--- src/rtl/ocpf_pkg.sv ---
package ocpf_pkg;
  typedef enum logic [1:0] {
    ST_IDLE  = 2'd0,
    ST_BLANK = 2'd1,
    ST_COND  = 2'd2
  } gate_st_t;

  function automatic int reduced_code(input int full, input int floor_c);
    int third;
    third = full / 3;
    return (third < floor_c) ? floor_c : third;
  endfunction
endpackage

--- src/rtl/ocpf_blank_timer.sv ---
module ocpf_blank_timer #(
  parameter int BLANK_CYC = 30
) (
  input  logic clk,
  input  logic rst_n,
  input  logic run,
  output logic last
);
  localparam int CW = (BLANK_CYC > 1) ? $clog2(BLANK_CYC) : 1;
  localparam logic [CW-1:0] LAST_V = CW'(BLANK_CYC - 1);

  logic [CW-1:0] cnt_q;

  always_ff @(posedge clk or negedge rst_n) begin
    if (!rst_n)                 cnt_q <= '0;
    else if (!run)              cnt_q <= '0;
    else if (cnt_q != LAST_V)   cnt_q <= cnt_q + 1'b1;
  end

  assign last = run && (cnt_q == LAST_V);


  blank_bound_chk: assert property (@(posedge clk) disable iff (!rst_n)
    cnt_q <= LAST_V);
endmodule

--- src/rtl/ocpf_skip_counter.sv ---
module ocpf_skip_counter #(
  parameter int SKIP_W = 3
) (
  input  logic              clk,
  input  logic              rst_n,
  input  logic              up,
  input  logic              down,
  input  logic              load_gap,
  input  logic              idle_tick,
  output logic [SKIP_W-1:0] count,
  output logic              gap_clear
);
  localparam logic [SKIP_W-1:0] SAT = {SKIP_W{1'b1}};

  logic [SKIP_W-1:0] cnt_q, cnt_d, gap_q;

  always_comb begin
    cnt_d = cnt_q;
    if (up && cnt_q != SAT)        cnt_d = cnt_q + 1'b1;
    else if (down && cnt_q != '0)  cnt_d = cnt_q - 1'b1;
  end

  always_ff @(posedge clk or negedge rst_n) begin
    if (!rst_n) begin
      cnt_q <= '0;
      gap_q <= '0;
    end else begin
      cnt_q <= cnt_d;
      if (load_gap)                     gap_q <= cnt_d;
      else if (idle_tick && gap_q != '0) gap_q <= gap_q - 1'b1;
    end
  end

  assign count     = cnt_q;
  assign gap_clear = (gap_q == '0);


  unit_step_chk: assert property (@(posedge clk) disable iff (!rst_n)
    !$stable(cnt_q) |-> ({1'b0, cnt_q} == {1'b0, $past(cnt_q)} + 1'b1) ||
                        ({1'b0, cnt_q} + 1'b1 == {1'b0, $past(cnt_q)}));

  gap_bound_chk: assert property (@(posedge clk) disable iff (!rst_n)
    gap_q <= cnt_q);
endmodule

--- src/rtl/ocpf_limit_select.sv ---
module ocpf_limit_select #(
  parameter int CODE_W     = 8,
  parameter int FULL_CODE  = 200,
  parameter int FLOOR_CODE = 25
) (
  input  logic              clk,
  input  logic              rst_n,
  input  logic              update,
  input  logic              fb_low,
  input  logic              ss_done,
  output logic              sel,
  output logic [CODE_W-1:0] code
);
  import ocpf_pkg::*;
  localparam logic [CODE_W-1:0] FULL_V = CODE_W'(FULL_CODE);
  localparam logic [CODE_W-1:0] RED_V  = CODE_W'(reduced_code(FULL_CODE, FLOOR_CODE));
  localparam logic [CODE_W-1:0] FLR_V  = CODE_W'(FLOOR_CODE);

  logic sel_q;

  always_ff @(posedge clk or negedge rst_n) begin
    if (!rst_n)      sel_q <= 1'b0;
    else if (update) sel_q <= fb_low && ss_done;
  end

  assign sel  = sel_q;
  assign code = sel_q ? RED_V : FULL_V;


  sel_hold_chk: assert property (@(posedge clk) disable iff (!rst_n)
    !$stable(sel_q) |-> $past(update));

  floor_chk: assert property (@(posedge clk) disable iff (!rst_n)
    code >= FLR_V);
endmodule

--- src/rtl/ocp_pulse_gate.sv ---
module ocp_pulse_gate #(
  parameter int BLANK_CYC  = 30,
  parameter int SKIP_W     = 3,
  parameter int CODE_W     = 8,
  parameter int FULL_CODE  = 200,
  parameter int FLOOR_CODE = 25
) (
  input  logic              clk,
  input  logic              rst_n,
  input  logic              osc_tick,
  input  logic              pwm_demand,
  input  logic              oc_trip,
  input  logic              fb_low,
  input  logic              ss_done,
  output logic              gate_on,
  output logic [SKIP_W-1:0] skip_count,
  output logic              fold_sel,
  output logic [CODE_W-1:0] limit_code
);
  import ocpf_pkg::*;

  gate_st_t st_q, st_d;
  logic     gate_q;
  logic     blank_last, gap_clear;
  logic     idle_tick, start, trip_blank, pass_blank, end_cond, pulse_end;

  assign idle_tick  = osc_tick && (st_q == ST_IDLE);
  assign start      = idle_tick && gap_clear && pwm_demand;
  assign trip_blank = blank_last && oc_trip;
  assign pass_blank = blank_last && !oc_trip;
  assign end_cond   = (st_q == ST_COND) && (oc_trip || !pwm_demand);
  assign pulse_end  = trip_blank || end_cond;

  ocpf_blank_timer #(.BLANK_CYC(BLANK_CYC)) u_blank (
    .clk  (clk),
    .rst_n(rst_n),
    .run  (st_q == ST_BLANK),
    .last (blank_last)
  );

  ocpf_skip_counter #(.SKIP_W(SKIP_W)) u_skip (
    .clk      (clk),
    .rst_n    (rst_n),
    .up       (trip_blank),
    .down     (pass_blank),
    .load_gap (pulse_end),
    .idle_tick(idle_tick),
    .count    (skip_count),
    .gap_clear(gap_clear)
  );

  ocpf_limit_select #(
    .CODE_W(CODE_W), .FULL_CODE(FULL_CODE), .FLOOR_CODE(FLOOR_CODE)
  ) u_lim (
    .clk    (clk),
    .rst_n  (rst_n),
    .update (idle_tick),
    .fb_low (fb_low),
    .ss_done(ss_done),
    .sel    (fold_sel),
    .code   (limit_code)
  );

  always_comb begin
    st_d = st_q;
    unique case (st_q)
      ST_IDLE:  if (start) st_d = ST_BLANK;
      ST_BLANK: if (blank_last) st_d = oc_trip ? ST_IDLE : ST_COND;
      ST_COND:  if (end_cond) st_d = ST_IDLE;
      default:  st_d = ST_IDLE;
    endcase
  end

  always_ff @(posedge clk or negedge rst_n) begin
    if (!rst_n) begin
      st_q   <= ST_IDLE;
      gate_q <= 1'b0;
    end else begin
      st_q   <= st_d;
      gate_q <= (st_d != ST_IDLE);
    end
  end

  assign gate_on = gate_q;


  rise_on_tick_chk: assert property (@(posedge clk) disable iff (!rst_n)
    $rose(gate_on) |-> $past(osc_tick) && $past(pwm_demand));

  no_blank_cut_chk: assert property (@(posedge clk) disable iff (!rst_n)
    $fell(gate_on) |-> ($past(st_q) == ST_COND) || $past(blank_last));

  sel_idle_only_chk: assert property (@(posedge clk) disable iff (!rst_n)
    !$stable(fold_sel) |-> $past(st_q) == ST_IDLE);

  idle_gate_low_chk: assert property (@(posedge clk) disable iff (!rst_n)
    (st_q == ST_IDLE) |-> !gate_on);
endmodule

--- config.mk ---
export PLATFORM = sky130hd
export DESIGN_NAME = ocp_pulse_gate
export DESIGN_NICKNAME = d
export VERILOG_FILES = /design/src/rtl/ocpf_pkg.sv /design/src/rtl/ocpf_blank_timer.sv /design/src/rtl/ocpf_skip_counter.sv /design/src/rtl/ocpf_limit_select.sv /design/src/rtl/ocp_pulse_gate.sv
export SDC_FILE = /design/constraint.sdc
export NUM_CORES = 1
export LEC_CHECK = 0
export BUFFER_PORTS_ARGS = -buffer_cell sky130_fd_sc_hd__clkbuf_2
export CAP_MARGIN = 20
export CORE_AREA = 4 4 48 50
export DETAILED_ROUTE_END_ITERATION = 16
export DIE_AREA = 0 0 52 54
export PLACE_DENSITY = 0.81
export SLEW_MARGIN = 20
export SYNTH_ARGS = -nofsm -noshare
export SYNTH_HDL_FRONTEND = slang
export SYNTH_SLANG_ARGS = --single-unit
--- constraint.sdc ---
create_clock -name clk -period 2 [get_ports clk]
set_input_delay 0.2 -clock clk [delete_from_list [all_inputs] [get_ports clk]]
set_output_delay 0.2 -clock clk [all_outputs]
set_load 0.005 [all_outputs]
**Yosys cells after proc, flatten, opt, wreduce, memory -nomap -nowiden**

Index checks and enable logic that the tools add are counted.

- Input bits: 7
- Output and inout port bits: 13
- Register bits: 15
- Logic and storage cells: 49

- Eq/ne operators: 6
- Multiplexer cells: 12
- $add $sub $neg: 4
- Reductions and logical operators: 21

Operators with widths:

| operator | count |
|---|---|
| two-way mux 3 bit | 4 |
| logical AND 1 bit | 11 |
| two-way mux 5 bit | 2 |
| two-way mux 2 bit | 4 |
| two-way mux 8 bit | 1 |
| one-hot mux 2 bit (3 select lines) | 1 |
| nonzero test 3 bit | 2 |
| subtractor 3 x 1 -> 3 bit (second input constant) | 2 |
| adder 5 x 1 -> 5 bit (second input constant) | 1 |
| equality test 5 bit (second input constant) | 1 |
| != test 5 bit (second input constant) | 1 |
| nonzero test 2 bit | 2 |
| adder 3 x 1 -> 3 bit (second input constant) | 1 |
| logical NOT 3 bit | 1 |
| != test 3 bit (second input constant) | 1 |
| equality test 2 x 1 -> 1 bit (second input constant) | 1 |
| equality test 2 bit (second input constant) | 1 |
| logical NOT 1 bit | 2 |
| logical NOT 2 bit | 1 |
| logical OR 1 bit | 2 |
| != test 2 bit (second input constant) | 1 |

**Longest topological paths before layout**

Gate-level depths: netlist (run 1).

- Word-level depth: 7
- Mapped depth: 7
- Gate-level depth less buffers: 7

**Hierarchy**

A second synthesis (run 1) with hierarchy kept.

- Cell total of the unflattened synthesis: 101
- Area, all modules: 993.5 um2

Modules (own cells, without submodules):

| module | area an instance (um2) | cells each | seq. area each (um2) | times used |
|---|---|---|---|---|
| ocpf_skip_counter | 439.2 | 44 | 150.1 | 1 |
| ocpf_blank_timer | 287.8 | 27 | 125.1 | 1 |
| ocp_pulse_gate | 167.7 | 17 | 75.1 | 1 |
| ocpf_limit_select | 98.8 | 13 | 25.0 | 1 |

**Least setup slack after synthesis (run 1)**

OpenSTA, ideal clock, no wires.

- Kind: flip-flop to flip-flop
- From: register u_skip.cnt_q[0] (netlist: u_skip.count[0])
- To: register u_skip.gap_q[2]
- Buffers on the path: 0
- Period minus slack after synthesis: 1.587 ns
- Data required time: 1.872 ns
- Cell stages (with the launch flop): 7
- Slack: 0.413 ns
- Library setup time: 0.128 ns
- Arrival: 1.460 ns
- Path through: dfrtp_1 > ha_1 > ha_1 > nor2_1 > and4_1 > a211oi_2 > mux2_1

- Longest elaborated chain between the ends: 5
- Elaborated cells between the ends (all ways): 9
- Those cells by class: add/sub: 2; eq/ne: 1; mux: 3; reduce/logical: 3

Ends and longest elaborated chain:

| what | RTL line | source |
|---|---|---|
| start, declared | ocpf_skip_counter.sv:15 | `logic [SKIP_W-1:0] cnt_q, cnt_d, gap_q;` |
| start signal, assigned | ocpf_skip_counter.sv:28 | `cnt_q <= cnt_d;` |
| parallel branches: the longest is 3 deep, another holds subtractor 3 x 1 -> 3 bit | - |  |
| two-way mux 3 bit * | ocpf_skip_counter.sv:19 | `if (up && cnt_q != SAT) cnt_d = cnt_q + 1'b1;` |
| net u_skip.cnt_d[2] | ocpf_skip_counter.sv:15 |  |
| two-way mux 3 bit * | ocpf_skip_counter.sv:29 | `if (load_gap) gap_q <= cnt_d;` |
| end signal, assigned | ocpf_skip_counter.sv:29 |  |
| end signal, assigned | ocpf_skip_counter.sv:30 | `else if (idle_tick && gap_q != '0) gap_q <= gap_q - 1'b1;` |
| end, declared | ocpf_skip_counter.sv:15 |  |

Mark *: on every way through the listed nets, which the timed path passes.
A chain may end at the register's enable or synchronous reset.

**Worst setup path after layout (run 1)**

Same ends and word-level chain as after synthesis.

==> results of run 1 <==
==> metal layers <==
| layer | GRT usage (%) | share of wire [%] | up-vias |
|---|---|---|---|
| li1 | - | - | 354 |
| met3 | 1.94 | 1.9 | 8 |
| met5 | 0 | 0 | - |
| met4 | 13.1 | 4.1 | 0 |
| met2 | 25.3 | 51 | 15 |
| met1 | 17.4 | 43 | 342 |
==> worst paths after layout <==
check / start / end / slack, ns
setup reg to reg: u_skip.count[0] / u_skip.gap_q[2] / 0.25
hold reg to reg: u_blank.cnt_q[3] / u_blank.cnt_q[3] / 0.55
setup / recovery: u_skip.count[0] / u_skip.gap_q[2] / 0.25
min in group asynchronous: rst_n / u_skip.count[1] / 0.36
max in group asynchronous: rst_n / u_blank.cnt_q[1] / 1.37
hold / removal: ss_done / u_lim.sel / 0.16
==> cell type report <==
cell class              count  share of cell area [%]
clock buffers               4                    2.50
inverters                  10                    3.58
multi-input cells          66                    46.6
flip-flops and latches     15                    35.8
well taps                  27                    3.22
repair buffers             16                    8.34
==> cell usage after synthesis, types with 2 or more instances <==
| library cell | instances |
|---|---|
| dfrtp_1 | 15 |
| inv_1 | 10 |
| ha_1 | 8 |
| buf_4 | 7 |
| nor2_1 | 5 |
| o21ai_0 | 5 |
| nand3_1 | 4 |
| xnor2_1 | 4 |
| a31oi_1 | 3 |
| nand2_1 | 3 |
| nand2b_1 | 3 |
| a21oi_1 | 2 |
| and4_1 | 2 |
| conb_1 | 2 |
| mux2_2 | 2 |
| nor2b_1 | 2 |
| o2111ai_1 | 2 |
==> logic make-up (layout without fill, tap and decap cells) <==
kind of cell,count (synthesis),count (layout)
AND/OR/NAND/NOR,26,26
buffers and inverters,19,30
AO/OA/AOI/OAI,18,18
flip-flops,15,15
adder cells (fa/ha/maj),8,8
XOR/XNOR,5,5
multiplexers,4,4
other,2,5
==> critical path, delay by kind of cell, from the launching register on <==
family / cells / cell delay [ns]
AO/OA/AOI/OAI: 2 / 0.48
adder cells (fa/ha/maj): 2 / 0.41
buffers and inverters: 1 / 0.07
flip-flops: 1 / 0.42
multiplexers: 1 / 0.17
AND/OR/NAND/NOR: 1 / 0.14
==> through the flow <==
step	std cells	hold WS, ns	cell area, sq um
6_report	138	0.162	1050
5_1_grt	138	0.152	1050
4_1_cts	138	0.149	1050
3_5_place_dp	133	0.137	1010
3_3_place_gp	133	0.135	1010
2_1_floorplan	100	-0.0956	971
==> power by group <==
part           leakage [nW]  internal [mW]  switching [mW]
Sequential            0.189          0.399          0.0844
Combinational         0.306          0.183           0.204
Clock                0.0150         0.0773          0.0925
Total                 0.510          0.659           0.381
==> flip-flops by register name, indices dropped and copies added, names as in the netlist <==
signal / flops
u_blank.cnt_q: 5
u_skip.count: 3
u_skip.gap_q: 3
st_q: 2
gate_on: 1
u_lim.sel: 1
==> results.md, run 1 <==
- Status: finished clean
- DR vias: 719
- Final min period: 1.75 ns
- Number of global-route vias before repair: 684
- Synth Instances: 97
- Crit path launch type: register
- Total power: 1.04 mW
- Antenna violations before repair: 0
- Setup TNS: 0 ns
- Cell chain of the critical path: inv_1 > ha_1 > ha_1 > nor2b_1 > a41o_1 > a211oi_2 > mux2_1
- Final WL: 1890 um
- Netlist cell types: 35
- Synth Warn #: 0
- Worst clock skew: 0.00301 ns
- Area share of and/or/nand/nor cells after synthesis: 16.6%
- Setup crit end kind: register
- Mean Syn Cell Area: 9.89 sq um
- GR Util All Layers: 15.3%
- # port buffers: 14
- Die Y: 54 um
- Post-Synthesis Cell Area: 960 sq um
- First drt pass iteration count: 4
- Initial core utilization: 50.5%
- PwrDens: 991 mW/mm^2
- # hold bufs at CTS: 1
- Clock sink total: 15
- Worst hold path type: in -> reg
- Fin worst setup slack: 0.247 ns
- Adder-cell share of the synthesized area: 10.4%
- Gp weighted congestion: 0.759
- Dpl ws: 0.270 ns
- DRT antenna net count: 0
- TritonCTS buffer count: 3
- Period utilization: 87.7%
- N_diodes: 0
- Core Util, Final: 55.2%
- Reg2reg path depth: 7
- Most frequent CP cell: ha_1
- Top post-synthesis cells by area: dfrtp_1 39%, ha_1 10%, buf_4 5.5%
- CTS tree: built
- CP max FO: 4
- Mux contribution to synthesized area: 4.56%
- Register Area: 375 sq um
- Post-cts sizing count: 0
- Post-synth top area share: 39.1%
- Slew Limit Fails: 0
- Clock root cell: clkbuf_4
- Setup-failing EPs final: 0
- Clock latency on the worst-skew pair: 0.28 ns
- Area of the multi-input gates: 489 sq um
- CP required: 2.22 ns
- 1st-iter DRT viols: 23
- Post-route DRC violation count: 0
- P&R area growth vs syn: 9.39%
- Ports: 20
- Total Die Area: 0.00281 sq mm
- Hold Crit Depth: 3
- Htree depth: 1
- Commonest register cell after synthesis: dfrtp_1
- Chip width: 52 um
- Rel. slew slack: 65.9%
- WP data arrival: 1.98 ns
- Clock Path Buffers: 2
- Static Leak: 0.510 nW
- CP max stage delay: 0.42 ns
- Crit-path slowest cell: dfrtp_1
- Dpl hpwl: 1460 um
- CP Class: reg -> reg
- Sequential area share after synthesis: 39.1%
- First-pass GRT wire length: 2990 um
- Hold Fails Final Rpt: 0
- Worst-margin pin slew: 0.511 ns
- Nets: 127
- RSZ-0062 raised after global routing: false
- Ys async rst share: 100%
- Core region area: 0.00190 sq mm
- GRT overflow: 0
- Clock transition at the registers of the reported paths: 0.09 ns
- Postcts setup bufs: 0
- Wire per inst: 13.7 um
- Max Cap Violations: 0
- Synth Register Bits: 15
- Post-synthesis compound-gate area fraction: 12.9%
- Share of cells above drive strength 1: 20.7%
- Max VDD drop: 468 uV
- FP Rows: 16
- Most common cell after layout, fill and taps aside: dfrtp_1
- Most frequent cells in the layout: 15 x dfrtp_1, 14 x clkbuf_2, 10 x inv_1
- Pin count of the biggest net entering global routing: 16
- Leading area contributor after synthesis: dfrtp_1
- Combinational family with the most area after synthesis: simple AND/OR/NAND/NOR gates
- Fill count: 174
- Max Freq: 0.570 GHz
- Vias/cell: 5.21
- Synth Area in XOR/XNOR: 4.56%
- Number of synthesized flops with an enable pin: 0
Note: power is estimated with default switching activity, not from simulation.
==> inputs of run 2 (changes only) <==
CORE_AREA = 2 2 46 48   (was 4 4 48 50)
DIE_AREA = 0 0 48 50   (was 0 0 52 54)
MAX_ROUTING_LAYER = met4   (was default)
==> run 2 against run 1 <==
Against the previous run: via count is 0.70% higher; clock skew about the same; wire length is 9.2% lower; fmax is 2.8% lower; register-to-register slack lost 0.05 ns; sequential power decreased by 0.8%; critical endpoint unchanged; largest power group unchanged; total power is 1.5% lower; clock power is 4% higher; sequential share of layout area is the same; global-route usage is 3.0 points higher.
==> results.md, run 2 (synthesis results as in run 1) <==
- Number of global-route vias before repair: 660
- Crit path launch type: register
- DRT antenna net count: 0
- Switching power: 0.368 mW
- CP Class: reg -> reg
- Nets: 127
- CP max stage delay: 0.42 ns
- Hold Fails Final Rpt: 0
- Setup TNS: 0 ns
- TritonCTS buffer count: 3
- Most frequent cells in the layout: 15 x dfrtp_1, 14 x clkbuf_2, 10 x inv_1
- Wire per inst: 12.4 um
- FP Rows: 16
- CP required: 2.23 ns
- Share of cells above drive strength 1: 20.7%
- Max Cap Violations: 0
- Crit path max-delay family: compound AO/OA/AOI/OAI gates
- Setup crit end kind: register
- Htree depth: 1
- Clock Path Buffers: 2
- Post-route DRC violation count: 0
- Register Area: 375 sq um
- Final WL: 1710 um
- Non-filler cells, final: 138
- Worst-margin pin slew: 0.538 ns
- Dpl hpwl: 1340 um
- Max FFs per register: 5
- Placed cell area: 0.00101 sq mm
- 1st-iter DRT viols: 14
- Post-cts sizing count: 0
- Period utilization: 90.2%
- Total Die Area: 0.00240 sq mm
- CP max FO: 4
- Die Y: 50 um
- First drt pass iteration count: 4
- Design Area, Final: 0.00105 sq mm
- CP Buf/Inv Count: 1
- WP data arrival: 2.04 ns
- Seq pwr share: 46.7%
- Core region area: 0.00190 sq mm
- Crit-path slowest cell: dfrtp_1
- Max Freq: 0.554 GHz
- Antenna violations before repair: 0
- Status: finished clean
- Slew Limit Fails: 0
- RSZ-0062 raised after global routing: false
- CTS tree: built
- P&R area growth vs syn: 9.39%
- PwrDens: 976 mW/mm^2
- Clock power frac: 17.3%
- Vias/cell: 5.25
- Switching share of power: 36.0%
- GR Util All Layers: 18.3%
- Max VDD drop: 458 uV
- Hold WS: 0.141 ns
- Largest register by flop count: u_blank.cnt_q
- Most frequent CP cell: ha_1
- Share of power burned in combinational logic: 36.0%
- # port buffers: 14
- Static Leak: 0.510 nW
- Pint: 0.656 mW
- Fill count: 169
- Rel. slew slack: 64.0%
- Setup-failing EPs final: 0
- Placed cell count: 133
- Clock root cell: clkbuf_4
- Area of the multi-input gates: 489 sq um
- Gp weighted congestion: 0.822
- Initial core utilization: 50.5%
- Most common cell after layout, fill and taps aside: dfrtp_1
- Ports: 20
- Clock latency on the worst-skew pair: 0.29 ns
- N_diodes: 0
- Final min period: 1.80 ns
- Worst hold path type: in -> reg
- Chip width: 48 um
- First-pass GRT wire length: 2960 um
- Pin count of the biggest net entering global routing: 16
- Clock sink total: 15
- DR vias: 724
- Core Util, Final: 55.2%
- Worst clock skew: 0.00270 ns
- Clock transition at the registers of the reported paths: 0.08 ns
- Cell chain of the critical path: inv_1 > ha_1 > ha_1 > nor2b_1 > a41o_1 > a211oi_2 > mux2_1
- GRT overflow: 0
run 2: cell counts in the layout (fill, tap and decap cells not counted):
Identical to the previous run, type by type.
run 2: metal layers:
| metal | routed length [um] | track usage (%) | up-vias | share of wire [%] |
|---|---|---|---|---|
| li1 | - | - | 353 | - |
| met5 | 0 | - | - | 0 |
| met4 | 56 | 12.2 | 0 | 3.3 |
| met3 | 84 | 3.30 | 6 | 4.9 |
| met2 | 808 | 24.0 | 26 | 47 |
| met1 | 763 | 24.9 | 339 | 45 |
run 2: area by class of cell:
class / count / share of cell area (%)
inverter: 10 / 3.58
sequential: 15 / 35.8
clock buffer: 4 / 2.50
multi-input combinational: 66 / 46.6
timing repair buffer: 16 / 8.34
tap: 27 / 3.22
run 2: worst paths after layout:
path | cells past startpoint | slack [ns] | from | end
setup reg to reg | 7 | 0.20 | u_skip.count[0] | u_skip.gap_q[2]
setup / recovery | 7 | 0.20 | u_skip.count[0] | u_skip.gap_q[2]
max in group asynchronous | 2 | 1.39 | rst_n | u_lim.sel
hold reg to reg | 1 | 0.55 | u_blank.cnt_q[3] | u_blank.cnt_q[3]
min in group asynchronous | 2 | 0.34 | rst_n | u_blank.cnt_q[2]
hold / removal | 3 | 0.14 | ss_done | u_lim.sel
run 2: power by group through the flow:
| stage | combinational (mW) | clock (mW) | sequential (mW) |
|---|---|---|---|
| after floorplan | 0.295 | 0 | 0.471 |
| after global placement | 0.351 | 0 | 0.479 |
| after detailed placement | 0.369 | 0 | 0.482 |
| after CTS | 0.372 | 0.184 | 0.478 |
| after global routing | 0.430 | 0.200 | 0.497 |
| final | 0.369 | 0.177 | 0.479 |
run 2: worst reg2reg max path, stage by stage (launching register included):
cell	delay, ns
dfrtp_1	0.42
inv_1	0.06
ha_1	0.20
ha_1	0.22
nor2b_1	0.14
a41o_1	0.22
a211oi_2	0.30
mux2_1	0.19
run 2: per-stage QoR:
stage	total power, mW	setup WS, ns
floorplan	0.766	0.413
global placement	0.830	0.304
detailed placement	0.852	0.204
CTS	1.03	0.184
global route	1.13	0.111
finish	1.02	0.196
run 2: repair_timing:
action / 4_1_cts / 5_1_grt
endpoints found under the hold margin: 15 / 0
hold buffers: 1 / 0
setup endpoints to repair: 0 / 0
buffers inserted: 0 / 0
==> inputs of run 3 (changes only) <==
ABC_AREA = 1   (was default)
CTS_CLUSTER_DIAMETER = 80   (was default)
HOLD_SLACK_MARGIN = 0.1   (was default)
PLACE_DENSITY = 0.82   (was 0.81)
==> run 3 against run 2 <==
Against the previous run: worst setup slack improved by 0.23 ns; synthesized cell count rose by 22%; sequential share of layout area fell by 0.99 points; hold slack improved by 0.023 ns; sequential power fell by 8.8%; combinational power barely moved; wire length rose by 1.5%; cell area rose by 2.9%; fmax rose by 15%.
==> results.md, run 3 <==
- Sequential area share after synthesis: 38.3%
- Combinational family with the most area after synthesis: simple AND/OR/NAND/NOR gates
- Non-filler cells, final: 160
- Final min period: 1.58 ns
- First drt pass iteration count: 4
- Pint: 0.607 mW
- Synth Instances: 118
- Fill count: 177
- Fin worst setup slack: 0.425 ns
- RSZ-0062 raised after global routing: false
- P&R area growth vs syn: 10.2%
- Final WL: 1740 um
- Period utilization: 78.8%
- Core region area: 0.00190 sq mm
- Post-route DRC violation count: 0
- Register Area: 375 sq um
- Mux contribution to synthesized area: 0%
- Area share of and/or/nand/nor cells after synthesis: 28.5%
- Hold Fails Final Rpt: 0
- GRT overflow: 0
- Wire length on met1: 733 um
- CP Class: reg -> reg
- Hold WS: 0.164 ns
- # port buffers: 14
- Share of cells above drive strength 1: 21.1%
- Initial core utilization: 51.5%
- Nets: 149
- Leading area contributor after synthesis: dfrtp_1
- Clock root cell: clkbuf_4
- Max VDD drop: 602 uV
- Ys async rst share: 100%
- Status: finished clean
- Dpl hpwl: 1380 um
- GR Util All Layers: 18.1%
- FP Rows: 16
- Synth Warn #: 0
- WL met2: 954 um
- Post-synth top area share: 38.3%
- Clock transition at the registers of the reported paths: 0.10 ns
- Pin count of the biggest net entering global routing: 16
- 1st-iter DRT viols: 14
- Clock power frac: 17.7%
- Most frequent cells in the layout: 21 x inv_1, 21 x nand2_1, 15 x dfrtp_1
- Max Freq: 0.635 GHz
- CP required: 2.17 ns
- Vias/cell: 4.74
- Setup TNS: 0 ns
- Dpl ws: 0.451 ns
- Chip width: 48 um
- Gp weighted congestion: 0.819
- Worst clock skew: 0.00629 ns
- WL met3: 36 um
- Mean Syn Cell Area: 8.30 sq um
- Post-synthesis compound-gate area fraction: 6.26%
- DR vias: 759
- Total Die Area: 0.00240 sq mm
- CP max FO: 8
- WP data arrival: 1.75 ns
- Worst hold path type: in -> reg
- R2R setup slack: 0.42 ns
- Top post-synthesis cells by area: dfrtp_1 38%, ha_1 10%, inv_1 8.0%
- Synth Register Bits: 15
- Static Leak: 0.605 nW
- Placed cell count: 155
- Clock Path Buffers: 2
- Max Cap Violations: 0
- Area of the multi-input gates: 477 sq um
- Switching share of power: 38.3%
- Top Layer Used: met4
- Largest register by flop count: u_blank.cnt_q
- Netlist cell types: 27
- DRT antenna net count: 0
- Die Y: 50 um
- Clock sink total: 15
- Number of global-route vias before repair: 780
- Adder-cell share of the synthesized area: 10.2%
- First-pass GRT wire length: 3040 um
- Antenna violations before repair: 0
- TritonCTS buffer count: 3
- Max FFs per register: 5
- Number of synthesized flops with an enable pin: 0
- Slew Limit Fails: 0
- Wire per inst: 10.9 um
- Switching power: 0.376 mW
- Synth Area in XOR/XNOR: 1.79%
- Commonest register cell after synthesis: dfrtp_1
- Share of power burned in combinational logic: 37.8%
- Htree depth: 1
- Seq pwr share: 44.4%
- Clock latency on the worst-skew pair: 0.28 ns
- Setup crit end kind: register
- CTS tree: built
- Synth cell count leaders: 21 x inv_1, 21 x nand2_1, 15 x dfrtp_1
- Post-Synthesis Cell Area: 980 sq um
- PwrDens: 911 mW/mm^2
- Setup-failing EPs final: 0
- N_diodes: 0
- Ports: 20
- Crit path launch type: register
==> run 3: changes by cell type after synthesis, sizes merged, moves of 3 or more <==
cell / previous run / this run
nor2: 5 / 9
nand2: 3 / 23
a31oi: 3 / 0
mux2: 3 / 0
nand3: 4 / 13
nand2b: 3 / 0
inv: 10 / 23
==> run 3: logic make-up (layout without fill, tap and decap cells) <==
| group | after synthesis | in the layout |
|---|---|---|
| compound gates | 10 | 10 |
| fa+ha+maj | 8 | 8 |
| buf+inv | 30 | 42 |
| xor+xnor | 2 | 2 |
| other cells | 2 | 5 |
| simple gates | 51 | 51 |
| flops | 15 | 15 |
==> run 3: per-stage QoR <==
step / util, % / power (mW) / instance area, sq um
final: 56.8 / 0.983 / 1080
after detailed placement: 54.8 / 0.819 / 1040
after floorplan: - / 0.728 / 991
after CTS: 56.8 / 1.00 / 1080
after global placement: 54.8 / 0.794 / 1040
after global routing: 56.8 / 1.09 / 1080
==> run 3: layout make-up <==
class | count | share of cell area [%]
flip-flops and latches | 15 | 34.8
inverters | 23 | 8.00
well taps | 27 | 3.13
clock buffers | 3 | 2.09
clock inverters | 1 | 0.463
multi-input cells | 76 | 44.1
repair buffers | 15 | 7.42
==> run 3: path summary, 6_finish.rpt <==
check / start / endpoint / cells past startpoint
worst min register to register: u_skip.gap_q[0] / u_skip.gap_q[0] / 2
min in group asynchronous: rst_n / u_blank.cnt_q[0] / 2
worst max register to register: u_blank.cnt_q[1] / u_skip.count[2] / 7
max in group asynchronous: rst_n / u_skip.count[0] / 2
worst min-delay path: ss_done / u_lim.sel / 3
worst max-delay path: u_blank.cnt_q[1] / u_skip.count[2] / 7
==> run 3: power groups by stage <==
stage | combinational, mW | sequential [mW] | clock (mW)
after detailed placement | 0.376 | 0.443 | 0
after floorplan | 0.293 | 0.435 | 0
after global placement | 0.354 | 0.440 | 0
final | 0.372 | 0.437 | 0.174
after CTS | 0.379 | 0.438 | 0.187
after global routing | 0.441 | 0.448 | 0.203
==> run 3: worst max-delay path, stage by stage (launching register included) <==
cell and delay (ns):
dfrtp_1 0.41, inv_1 0.08, ha_1 0.14, nand2_1 0.11
nor2_8 0.17, nand4_4 0.13, or2_0 0.25, and2_1 0.17
==> run 3: timing repair <==
action,in CTS,in global routing
hold buffers,1,0
hold endpoints to repair,15,0
setup buffers,0,0
resized for setup,0,0
==> run 3: per-layer routing <==
metal	up-vias	track usage [%]
li1	390	-
met1	359	20.2
met2	8	31.3
met3	2	2.20
met4	0	6.76
met5	-	-
